$ cat config.mk
export PLATFORM = sky130hd
export DESIGN_NAME = wdtTop
export DESIGN_NICKNAME = d
export VERILOG_FILES = /design/src/rtl/wdtPkg.sv /design/src/rtl/wdtCount.sv /design/src/rtl/wdtCtrl.sv /design/src/rtl/wdtTop.sv
export SDC_FILE = /design/constraint.sdc
export NUM_CORES = 1
export LEC_CHECK = 0
export CORE_MARGIN = 10
export CORE_UTILIZATION = 40
export DETAILED_ROUTE_END_ITERATION = 10
export MAX_ROUTING_LAYER = met4
export PLACE_DENSITY = 0.66
export SLEW_MARGIN = 20
export SYNTH_ARGS = -nofsm -noshare
export SYNTH_HDL_FRONTEND = slang
export SYNTH_HIERARCHICAL = 1
export SYNTH_SLANG_ARGS = --single-unit
$ cat constraint.sdc
create_clock -name clk -period 2.3 [get_ports clk]
set_clock_uncertainty 0.1 [all_clocks]
set_input_delay 0.345 -clock clk [delete_from_list [all_inputs] [get_ports clk]]
set_output_delay 0.345 -clock clk [all_outputs]
set_load 0.1 [all_outputs]
$ cat src/rtl/wdtPkg.sv
package wdtPkg;
  localparam int UNIT_W = 8;
  localparam int DATA_W = 16;
  localparam int ADDR_W = 4;

  localparam logic [ADDR_W-1:0] OFF_CTRL = 4'h0;
  localparam logic [ADDR_W-1:0] OFF_SVC  = 4'h2;
  localparam logic [ADDR_W-1:0] OFF_STAT = 4'h4;
  localparam logic [ADDR_W-1:0] OFF_INTC = 4'h6;
  localparam logic [ADDR_W-1:0] OFF_MISC = 4'h8;

  localparam logic [DATA_W-1:0] SVC_KEY_A = 16'h5555;
  localparam logic [DATA_W-1:0] SVC_KEY_B = 16'hAAAA;

  // strobes from control to the counting datapath
  typedef struct packed {
    logic              load;
    logic              run;
    logic [UNIT_W-1:0] loadVal;
    logic [UNIT_W-1:0] leadVal;
  } cntStrobe_t;
endpackage

$ cat src/rtl/wdtCount.sv
module wdtCount
  import wdtPkg::*;
#(
  parameter int TICKS = 16384,
  localparam int PSW = (TICKS > 1) ? $clog2(TICKS) : 1
) (
  input  logic       clk,
  input  logic       rstN,
  input  cntStrobe_t strobe,
  output logic       expireEv,
  output logic       leadEv
);
  localparam logic [PSW-1:0] PRE_TOP = PSW'(TICKS - 1);

  logic [UNIT_W-1:0] unitCnt;
  logic [PSW-1:0]    preCnt;
  logic              unitWrap;

  assign unitWrap = strobe.run && !strobe.load && (preCnt == '0);
  assign expireEv = unitWrap && (unitCnt == '0);
  assign leadEv   = unitWrap && (unitCnt != '0) && (unitCnt == strobe.leadVal);

  always_ff @(posedge clk or negedge rstN) begin
    if (!rstN) begin
      unitCnt <= '0;
      preCnt  <= PRE_TOP;
    end else if (strobe.load) begin
      unitCnt <= strobe.loadVal;
      preCnt  <= PRE_TOP;
    end else if (strobe.run) begin
      if (preCnt == '0) begin
        preCnt <= PRE_TOP;
        if (unitCnt == '0) unitCnt <= strobe.loadVal;
        else               unitCnt <= unitCnt - 1'b1;
      end else begin
        preCnt <= preCnt - 1'b1;
      end
    end
  end
endmodule

$ cat src/rtl/wdtCtrl.sv
module wdtCtrl
  import wdtPkg::*;
(
  input  logic              clk,
  input  logic              rstN,
  input  logic              busWr,
  input  logic [ADDR_W-1:0] busAddr,
  input  logic [DATA_W-1:0] busWData,
  output logic [DATA_W-1:0] busRData,
  input  logic              waitIn,
  input  logic              dbgIn,
  input  logic              lpIn,
  input  logic              expireEv,
  input  logic              leadEv,
  output cntStrobe_t        strobe,
  output logic              irq,
  output logic              sysRst,
  output logic              extRstN
);
  localparam int NMODE = 3;

  logic [UNIT_W-1:0] toutQ;
  logic waitSelQ, dbgSelQ, lpSelQ;
  logic extHoldNQ, extOnToQ, wdeQ;
  logic intEnQ, intStsQ;
  logic [UNIT_W-1:0] leadQ;
  logic miscQ;
  logic [2:0] rsrQ;  // {power-on, timeout, soft}
  logic svcArmedQ;
  logic sysRstQ, toPulseQ;

  logic ctrlWr, svcWr, intcWr, miscWr;
  logic softReq, enLoad, svcDone;
  logic [NMODE-1:0] modeSel, modeIn, modeHit;
  logic suspend;

  assign ctrlWr = busWr && (busAddr == OFF_CTRL);
  assign svcWr  = busWr && (busAddr == OFF_SVC);
  assign intcWr = busWr && (busAddr == OFF_INTC);
  assign miscWr = busWr && (busAddr == OFF_MISC);

  assign softReq = ctrlWr && !busWData[4];
  assign enLoad  = ctrlWr && busWData[2] && !wdeQ;
  assign svcDone = svcWr && svcArmedQ && (busWData == SVC_KEY_B);

  assign modeSel = {waitSelQ, dbgSelQ, lpSelQ};
  assign modeIn  = {waitIn, dbgIn, lpIn};

  for (genvar m = 0; m < NMODE; m++) begin : gMode
    assign modeHit[m] = modeSel[m] & modeIn[m];
  end

  assign suspend = |modeHit;

  always_comb begin
    strobe.load    = enLoad || (svcDone && wdeQ);
    strobe.run     = wdeQ && !suspend;
    strobe.loadVal = enLoad ? busWData[15:8] : toutQ;
    strobe.leadVal = leadQ;
  end

  // control register
  always_ff @(posedge clk or negedge rstN) begin
    if (!rstN) begin
      toutQ     <= '0;
      waitSelQ  <= 1'b0;
      dbgSelQ   <= 1'b0;
      lpSelQ    <= 1'b0;
      extHoldNQ <= 1'b1;
      extOnToQ  <= 1'b0;
      wdeQ      <= 1'b0;
    end else if (ctrlWr) begin
      toutQ     <= busWData[15:8];
      waitSelQ  <= busWData[7];
      extHoldNQ <= busWData[5];
      extOnToQ  <= busWData[3];
      wdeQ      <= wdeQ | busWData[2];
      dbgSelQ   <= busWData[1];
      lpSelQ    <= busWData[0];
    end
  end

  // interrupt control and misc
  always_ff @(posedge clk or negedge rstN) begin
    if (!rstN) begin
      intEnQ  <= 1'b0;
      intStsQ <= 1'b0;
      leadQ   <= '0;
      miscQ   <= 1'b0;
    end else begin
      if (intcWr) begin
        intEnQ <= busWData[15];
        leadQ  <= busWData[7:0];
      end
      if (leadEv)                      intStsQ <= 1'b1;
      else if (intcWr && busWData[14]) intStsQ <= 1'b0;
      if (miscWr) miscQ <= busWData[0];
    end
  end

  // service sequence
  always_ff @(posedge clk or negedge rstN) begin
    if (!rstN)      svcArmedQ <= 1'b0;
    else if (svcWr) svcArmedQ <= (busWData == SVC_KEY_A);
  end

  // reset cause and output pulses
  always_ff @(posedge clk or negedge rstN) begin
    if (!rstN) begin
      rsrQ     <= 3'b100;
      sysRstQ  <= 1'b0;
      toPulseQ <= 1'b0;
    end else begin
      if (softReq)       rsrQ <= 3'b001;
      else if (expireEv) rsrQ <= 3'b010;
      sysRstQ  <= expireEv | softReq;
      toPulseQ <= expireEv;
    end
  end

  assign irq     = intEnQ & intStsQ;
  assign sysRst  = sysRstQ;
  assign extRstN = extHoldNQ & ~(toPulseQ & extOnToQ);

  always_comb begin
    busRData = '0;
    case (busAddr)
      OFF_CTRL: busRData = {toutQ, waitSelQ, 1'b0, extHoldNQ, 1'b1,
                            extOnToQ, wdeQ, dbgSelQ, lpSelQ};
      OFF_STAT: busRData = {11'd0, rsrQ[2], 2'b00, rsrQ[1], rsrQ[0]};
      OFF_INTC: busRData = {intEnQ, intStsQ, 6'd0, leadQ};
      OFF_MISC: busRData = {15'd0, miscQ};
      default:  busRData = '0;
    endcase
  end
endmodule

$ cat src/rtl/wdtTop.sv
module wdtTop
  import wdtPkg::*;
#(
  parameter int TICKS_PER_UNIT = 16384
) (
  input  logic        clk,
  input  logic        rstN,
  input  logic        busWr,
  input  logic [3:0]  busAddr,
  input  logic [15:0] busWData,
  output logic [15:0] busRData,
  input  logic        waitIn,
  input  logic        dbgIn,
  input  logic        lpIn,
  output logic        irq,
  output logic        sysRst,
  output logic        extRstN
);
  cntStrobe_t strobe;
  logic       expireEv;
  logic       leadEv;

  wdtCtrl u_ctrl (
    .clk(clk), .rstN(rstN), .busWr(busWr), .busAddr(busAddr),
    .busWData(busWData), .busRData(busRData), .waitIn(waitIn),
    .dbgIn(dbgIn), .lpIn(lpIn), .expireEv(expireEv), .leadEv(leadEv),
    .strobe(strobe), .irq(irq), .sysRst(sysRst), .extRstN(extRstN)
  );

  wdtCount #(.TICKS(TICKS_PER_UNIT)) u_count (
    .clk(clk), .rstN(rstN), .strobe(strobe),
    .expireEv(expireEv), .leadEv(leadEv)
  );
endmodule

* Word-level counts from Yosys, hierarchy flattened
Index checks and enable logic that the tools add are counted.
** Storage, ports and cells
- Flip-flop bits (word level) :: 53
- Output and inout bits :: 19
- Word-level logic and storage cells :: 80
** Cells by class
- $add $sub $neg :: 2
- Eq/ne operators :: 7
- Multiplexer cells :: 13
- Bitwise logic cells :: 9
- Reductions and logical operators :: 32
** Operator list (number)
- $pmux W16 S4 :: 1
- $mux W14 :: 3
- $mux W8 :: 5
- $logic_and A1 B1 Y1 :: 17
- $eq A16 B15 Y1 const B :: 1
- $eq A16 B16 Y1 const B :: 1
- $logic_not A14 Y1 :: 1
- $sub A14 B1 Y14 const B :: 1
- $eq A4 B3 Y1 const B :: 2
- $eq A8 B8 Y1 :: 1
- $logic_not A8 Y1 :: 1
- $reduce_bool A2 Y1 :: 4
- $reduce_bool A8 Y1 :: 1
- $sub A8 B1 Y8 const B :: 1
- $and A1 B1 Y1 :: 6
- $mux W3 :: 2
- $eq A4 B2 Y1 const B :: 1
- $eq A4 B4 Y1 const B :: 1
- $logic_not A1 Y1 :: 4
- $logic_not A4 Y1 :: 1
- $reduce_or A3 Y1 :: 1
- $mux W1 :: 2
- $or A1 B1 Y1 :: 2
- $reduce_and A2 Y1 :: 1
- other kinds (2) :: 2

* Logic depth before layout (Yosys ltp)
Gate-level depths: netlist of run 1.
- Depth after elaboration :: 12
- Gate-level depth with buffers :: 11
- Depth with buffers taken out :: 8

* By module
Netlist of run 1, hierarchy kept.
** Modules (own cells, without submodules)
- wdtCtrl :: instances 1, cells an instance 130, area each 1770.4 um2, sequential area each 778.2 um2
- wdtCount :: instances 1, cells an instance 149, area each 1378.8 um2, sequential area each 568.0 um2

* Worst setup path before layout of run 1
No wires, ideal clock.
- Kind :: input port to output port
- Start :: input busAddr[2]
- End :: output busRData[4]
- Arrival time :: 5.297 ns
- Path slack :: -3.442 ns
- Stages on the path :: 3
- Buffers on the path :: 1
- Cell sequence :: buf_6 > nor3b_1 > a2111oi_0
** On the way
- Longest elaborated chain between the ends :: 2
** RTL lines
- start: declaration :: RTL line wdtTop.sv:9 : input logic [3:0] busAddr,
- $eq A4 B4 Y1, or another cell as far along :: RTL line wdtCtrl.sv:127 : case (busAddr)
- $pmux W16 S4 (*) :: RTL line wdtCtrl.sv:127
- end: declaration :: RTL line wdtTop.sv:11 : output logic [15:0] busRData,
Every way passes the cells marked *; elsewhere a longest branch is shown, timed or not.

==> out/metrics.cfg, run 1 <==
[power]
power_density_mw_per_mm2=786.0
leakage_nw=1.929
combPwrFrac=0.395
seq_power_share=0.452
switchingPower_w=0.001251
power.share.clock=0.153
p_sw_frac=0.3635
max-vdd-ir-drop_mv=0.2941
p_int_w=0.002190

[floorplan]
die-width_um=108.7
die-area_mm2=0.01182
initial_core_util=0.4097
io-pin-count=45
core_mm2=0.007687
rows=32
dieHeight_um=108.7

[yosys]
synth_cells=279
synth_edf_count=0
ys_types=66
synth-seq-cells=53
synthArstFlopShare=1.000
syn-cell-area_mm2=0.003149
seq_area_frac_synth=0.4275
synth.net_count=308
avgSynthCellArea_um2=11.29
yosys_warnings=6
ys.flop_type=dfrtp_1

[routing]
vias=2524
drc_errors=0
vias_per_cell=5.382
dr.pass1.iters=4
drt_iter0_markers=100
drtAntennaViolNets=0
routed_wl_um=8266
wire_per_inst_um=17.62

[sta]
hold_viol_final=0
setup_viol=1
fin_tns_setup_ns=-0.07846
slew_viol_final=0
rsz0062_at_grt=true
fin_crit_ns=2.378
whs_ns=0.3841
finalCritPeriodShare=1.034
max_freq_mhz=420.4
fin_ws_ns=-0.07846
tightest_slew_ns=0.5216
maxSlewHeadroom=0.6523

[setup_path]
worstPathArrival_ns=2.53
critPathMaxFanout=2
worstSetupPathType=input pin to flop
start_kind=input pin
cp.required_ns=2.45
end_kind=flop

[placement]
place_inst=461
dp_hpwl_um=6499
port_buffers=44
place.gp.congestion=0.8470

[outcome]
failed_checks=negative setup slack
status=finished, violations left

[global_route]
grt-ovfl-total=0
grt_start_max_net_pins=26
antenna_found_initial=0
grt_first_pass_wirelength_um=13700
grt_pass1_vias=2608
grt_use_total=0.1472

[clock_tree]
cts_buffers=5
cts_tree=built
clk_pin_slew_ns=0.10
insertion_delay_ns=0.31
clock-sinks=53
cts-root-buf=clkbuf_8
clockBufferDepth=2
htreeDepth=2
cts_setup_buffers=0

[layout]
syn_to_final_growth_pct=39.01
n_antenna_cell=0
layout_common_cells=buf_4, dfrtp_1, dlygate4sd2_1, buf_12, nand2_1
mostFrequentLayoutCell=buf_4
drive_gt1_frac=0.4196
fin_cells=469
layout.nets=395
final_core_utilization=0.5695

[worst_hold_path]
hold_class=flop to flop

[flow_run]
max-cap-violations=0

power groups by stage:
| stage | registers [W] | clock network (W) | logic (W) |
|---|---|---|---|
| 2_1_floorplan | 0.00149 | 0 | 0.000929 |
| 3_5_place_dp | 0.00156 | 0 | 0.00135 |
| 6_report | 0.00156 | 0.000526 | 0.00136 |
| 4_1_cts | 0.00155 | 0.000543 | 0.00135 |
| 5_1_grt | 0.00160 | 0.000575 | 0.00150 |
| 3_3_place_gp | 0.00155 | 0 | 0.00131 |
worst max-delay path, stage by stage:
cell and delay, ns:
clkdlybuf4s50_1 0.48, nand4b_1 0.22, o31ai_2 0.27, buf_4 0.16, nor2_2 0.04, or3_4 0.37
or4_4 0.42, xor2_1 0.15, nand2_1 0.07
metrics by stage:
stage               power [W]  setup slack, ns  cell area [µm²]
detailed placement   0.002904          -0.7724             4230
CTS                  0.003445          -0.1521             4355
global route         0.003674          -0.1821             4378
floorplan            0.002417          -0.1455             3212
global placement     0.002863          -0.7806             4230
finish               0.003441         -0.07846             4378
cell families (layout without fill, tap and decap cells):
| group | after synthesis | count (layout) | share of synthesized area |
|---|---|---|---|
| xor+xnor | 18 | 18 | 0.05006 |
| buf+inv | 22 | 110 | 0.04291 |
| mux | 35 | 35 | 0.1414 |
| simple gates | 102 | 102 | 0.2145 |
| flops | 53 | 53 | 0.4275 |
| compound gates | 46 | 46 | 0.1116 |
| fa+ha+maj | 3 | 3 | 0.01192 |
synth_stat cells, drive strengths merged (3+ instances only):
library cell,n,share of area
a21oi,6,0.0095
a22o,6,0.017
a41oi,3,0.0083
and2,9,0.018
and3,4,0.0079
buf,9,0.024
clkbuf,3,0.0068
dfrtp,37,0.29
dfstp,16,0.13
ha,3,0.012
inv,10,0.012
mux2,31,0.13
mux2i,4,0.013
nand2,19,0.028
nand2b,4,0.0079
nand3,6,0.014
nand4,6,0.017
nand4b,3,0.0083
nor2,16,0.025
nor3,7,0.013
nor4,3,0.0060
nor4bb,4,0.013
o211ai,3,0.0072
o21ai,5,0.0079
o22a,3,0.0083
o41ai,4,0.011
or3,6,0.015
or4,4,0.012
xnor2,15,0.042
xor2,3,0.0083
flip-flops by register name (all words and copies together), names as in the netlist, 3 cells and up:
signal / flops
u_count/preCnt: 14
u_ctrl/rsrQ: 3
u_ctrl/leadQ: 8
u_count/unitCnt: 8
u_ctrl/toutQ: 8
timing repair:
item,CTS,global route
pin swaps,11,8
gates resized for setup,29,7
cloned,0,0
setup endpoints to repair,40,19
hold buffers,1,0
hold endpoints to repair,4,0
path summary, 6_finish.rpt:
kind                       depth (start not counted)                              to                       start  slack (ns)
min in group asynchronous                          2       u_ctrl/toPulseQ$_DFF_PN0_                        rstN        0.40
max in group asynchronous                          3  u_count/preCnt[11]$_DFFE_PN1P_                        rstN        1.16
max                                                9   u_count/preCnt[9]$_DFFE_PN1P_                       busWr       -0.08
min reg2reg                                        1      u_ctrl/rsrQ[2]$_DFFE_PN1P_  u_ctrl/rsrQ[2]$_DFFE_PN1P_        0.38
max reg2reg                                        9   u_count/preCnt[9]$_DFFE_PN1P_     u_ctrl/wdeQ$_DFFE_PN0P_       -0.04
min                                                1      u_ctrl/rsrQ[2]$_DFFE_PN1P_  u_ctrl/rsrQ[2]$_DFFE_PN1P_        0.38
area by class of cell:
class                           instances  area (µm²)
Timing Repair Buffer                   92       968.4
Clock inverter                          3       17.52
Inverter                               10       37.54
Tap cell                              102       127.6
Sequential cell                        53        1346
Clock buffer                            5       68.82
Multi-Input combinational cell        204        1812
Fill cell                             692        3309
metal layers:
layer / wire (µm) / global-route usage / share of wire
met5: 0 / - / 0
met4: 93 / 0.03296 / 0.011
met3: 368 / 0.02714 / 0.045
met2: 4059 / 0.2323 / 0.49
met1: 3744 / 0.1923 / 0.45
No activity file was read; power rests on OpenSTA's default activity.
==> run 2, diff against run 1 <==
Settings changed: CORE_UTILIZATION 40 to 49, PLACE_DENSITY 0.66 to 0.78, SLEW_MARGIN 20 to 30.
==> run 2 against run 1 <==
  * The flow still finishes with violations (negative setup slack)
  * Cell area is 0.66% higher
  * Global-route usage increased by 3.0 points
  * Core utilization is 13 points higher
  * Sequential share of layout area is 0.20 points lower
  * Worst setup slack got worse by 0.044 ns
  * First-iteration DRC count up 25%
  * Cell count decreased by 4.9%
  * Clock power increased by 7.6%
  * Critical path depth up 2
  * Via count rose by 4.4%
  * Combinational power about the same
  * Critical path type unchanged
==> out/metrics.cfg, run 2 (synthesis results as in run 1) <==
[outcome]
status=finished, violations left  ; unchanged
failed_checks=negative setup slack  ; unchanged

[setup_path]
start_kind=input pin  ; unchanged
path_depth=11  ; was 9
path_common_cell=buf_4
cp.required_ns=2.46  ; was 2.45 ns
reg2reg_depth=9  ; unchanged
worst-path-buf-inv=3  ; was 2
end_kind=flop  ; unchanged
worstPathArrival_ns=2.58  ; was 2.53 ns
worstSetupPathType=input pin to flop  ; unchanged
crit_path_max_incr_delay_ns=0.42  ; was 0.48 ns
worstPathCellList=clkdlybuf4s15_2 -> nor4bb_4 -> buf_4 -> nand3_2 -> o31ai_4 -> buf_4 -> nor2_2 -> or3_4 -> or4_4 -> xor2_1 -> nand2_1  ; was clkdlybuf4s50_1 -> nand4b_1 -> o31ai_2 -> buf_4 -> nor2_2 -> or3_4 -> or4_4 -> xor2_1 -> nand2_1
crit_family=simple AND/OR/NAND/NOR gates  ; unchanged
crit_start=busWData[0]  ; was busWr
critPathMaxFanout=2  ; unchanged
cpMaxStageDelayCell=or4_4  ; was clkdlybuf4s50_1
r2r-end=u_count/preCnt[9]$_DFFE_PN1P_  ; unchanged
timing.rr.start=u_ctrl/wdeQ$_DFFE_PN0P_  ; unchanged
reg2reg_slack_ns=-0.10  ; was -0.04 ns

[global_route]
grtUsageMet2=0.2903  ; was 0.2323
grt-ovfl-total=0  ; unchanged
grt_busiest_layer=met2  ; unchanged
grt_start_max_net_pins=24  ; was 26
grt_util_met3=0.03022  ; was 0.02714
grt_pass1_vias=2715  ; was 2608
grt_use_total=0.1775  ; was 0.1472
use_met1=0.2162  ; was 0.1923
antenna_found_initial=0  ; unchanged
grt_first_pass_wirelength_um=13940  ; was 13700 µm

[clock_tree]
insertion_delay_ns=0.32  ; was 0.31 ns
clock-sinks=53  ; unchanged
clk_pin_slew_ns=0.11  ; was 0.10 ns
clockBufferDepth=2  ; unchanged
htreeDepth=2  ; unchanged
cts-root-buf=clkbuf_8  ; unchanged
cts_tree=built  ; unchanged
cts_buffers=5  ; unchanged

[routing]
drtAntennaViolNets=0  ; unchanged
vias=2636  ; was 2524
wire_per_inst_um=19.65  ; was 17.62 µm
vias_per_cell=5.910  ; was 5.382
drt_iter0_markers=125  ; was 100
dr.pass1.iters=4  ; unchanged
drc_errors=0  ; unchanged
routed_wl_um=8765  ; was 8266 µm

[floorplan]
io-pin-count=45  ; unchanged
die-area_mm2=0.01003  ; was 0.01182 mm²
dieHeight_um=100.2  ; was 108.7 µm
die-width_um=100.2  ; was 108.7 µm
core_mm2=0.006314  ; was 0.007687 mm²
rows=29  ; was 32
initial_core_util=0.4988  ; was 0.4097

[power]
power.total_w=0.003520  ; was 0.003441 W
leakage_nw=1.957  ; was 1.929 nW
max-vdd-ir-drop_mv=0.5752  ; was 0.2941 mV
power_density_mw_per_mm2=798.7  ; was 786.0 mW/mm²

[layout]
drive_gt1_frac=0.4282  ; was 0.4196
layout_common_cells=buf_4, dfrtp_1, buf_12  ; was buf_4, dfrtp_1, dlygate4sd2_1, buf_12, nand2_1
largest_reg_flops=14  ; unchanged
fin_area_mm2=0.004407  ; was 0.004378 mm²
layout.nets=397  ; was 395
syn_to_final_growth_pct=39.93  ; was 39.01%
n_antenna_cell=0  ; unchanged
mostFrequentLayoutCell=buf_4  ; unchanged
fin_cells=446  ; was 469
top_register=u_count/preCnt  ; unchanged

[sta]
hold_viol_final=0  ; unchanged
maxSlewHeadroom=0.6558  ; was 0.6523
setup_viol=1  ; unchanged
finalCritPeriodShare=1.053  ; was 1.034
rsz0062_at_grt=true  ; unchanged
fin_crit_ns=2.423  ; was 2.378 ns
slew_viol_final=0  ; unchanged
max_freq_mhz=412.7  ; was 420.4 MHz
tightest_slew_ns=0.5163  ; was 0.5216 ns
fin_ws_ns=-0.1228  ; was -0.07846 ns

[placement]
port_buffers=44  ; unchanged
dpl_cell_area_mm2=0.004193  ; was 0.004230 mm²
dp_hpwl_um=6622  ; was 6499 µm
place_inst=436  ; was 461
place.gp.congestion=0.9007  ; was 0.8470

[flow_run]
max-cap-violations=0  ; unchanged

[worst_hold_path]
hold_class=input pin to asynchronous set/reset pin  ; was flop to flop

-- run 2: how the worst max path moves through the flow --
stage	endpoint
global route	u_count/preCnt[9]$_DFFE_PN1P_
finish	u_count/preCnt[9]$_DFFE_PN1P_
floorplan	u_count/preCnt[9]$_DFFE_PN1P_
detailed placement	u_count/preCnt[9]$_DFFE_PN1P_
global placement	u_count/preCnt[9]$_DFFE_PN1P_
CTS	u_count/preCnt[9]$_DFFE_PN1P_
-- run 2: cell type report --
type	instances	area, µm²
fillers	466	1907
multi-input cells	204	1839
flip-flops and latches	53	1346
repair buffers	94	989.7
well taps	77	96.34
clock buffers	5	68.82
inverters	10	37.54
clock inverters	3	28.78
-- run 2: repair_timing --
| action | in CTS | in global routing |
|---|---|---|
| buffers inserted | 2 | 0 |
| hold endpoints to repair | 9 | 0 |
| setup endpoints to repair | 43 | 13 |
| gates resized for setup | 42 | 5 |
| hold buffers | 1 | 0 |
| pin swaps | 10 | 3 |
-- run 2: through the flow --
| stage | hold slack [ns] | worst slack, ns | util | setup TNS, ns |
|---|---|---|---|---|
| floorplan | -0.05059 | -0.1455 | - | -0.1455 |
| global placement | 0.1672 | -0.7960 | 0.6641 | -16.62 |
| detailed placement | 0.1654 | -0.9459 | 0.6641 | -20.21 |
| CTS | 0.3493 | -0.08956 | 0.6944 | -0.08956 |
| global route | 0.3876 | -0.1628 | 0.6980 | -0.2240 |
| finish | 0.3513 | -0.1228 | 0.6980 | -0.1228 |
-- run 2: metal layers --
layer	routed length, µm	share of wire
met5	0	0
met4	167	0.019
met3	381	0.043
met2	4381	0.50
met1	3835	0.44
-- run 2: where the power goes --
part	total (W)	switching, W	internal (W)
Sequential	0.00156	0.000270	0.00129
Clock	0.000566	0.000338	0.000228
Combinational	0.00139	0.000699	0.000693
-- run 2: worst reg2reg max path, stage by stage, from the launching register on --
cell	delay [ns]
dfrtp_1	0.39
nor4bb_4	0.24
nand3_2	0.13
o31ai_4	0.28
buf_4	0.16
nor2_2	0.04
or3_4	0.36
or4_4	0.42
xor2_1	0.17
nand2_1	0.07
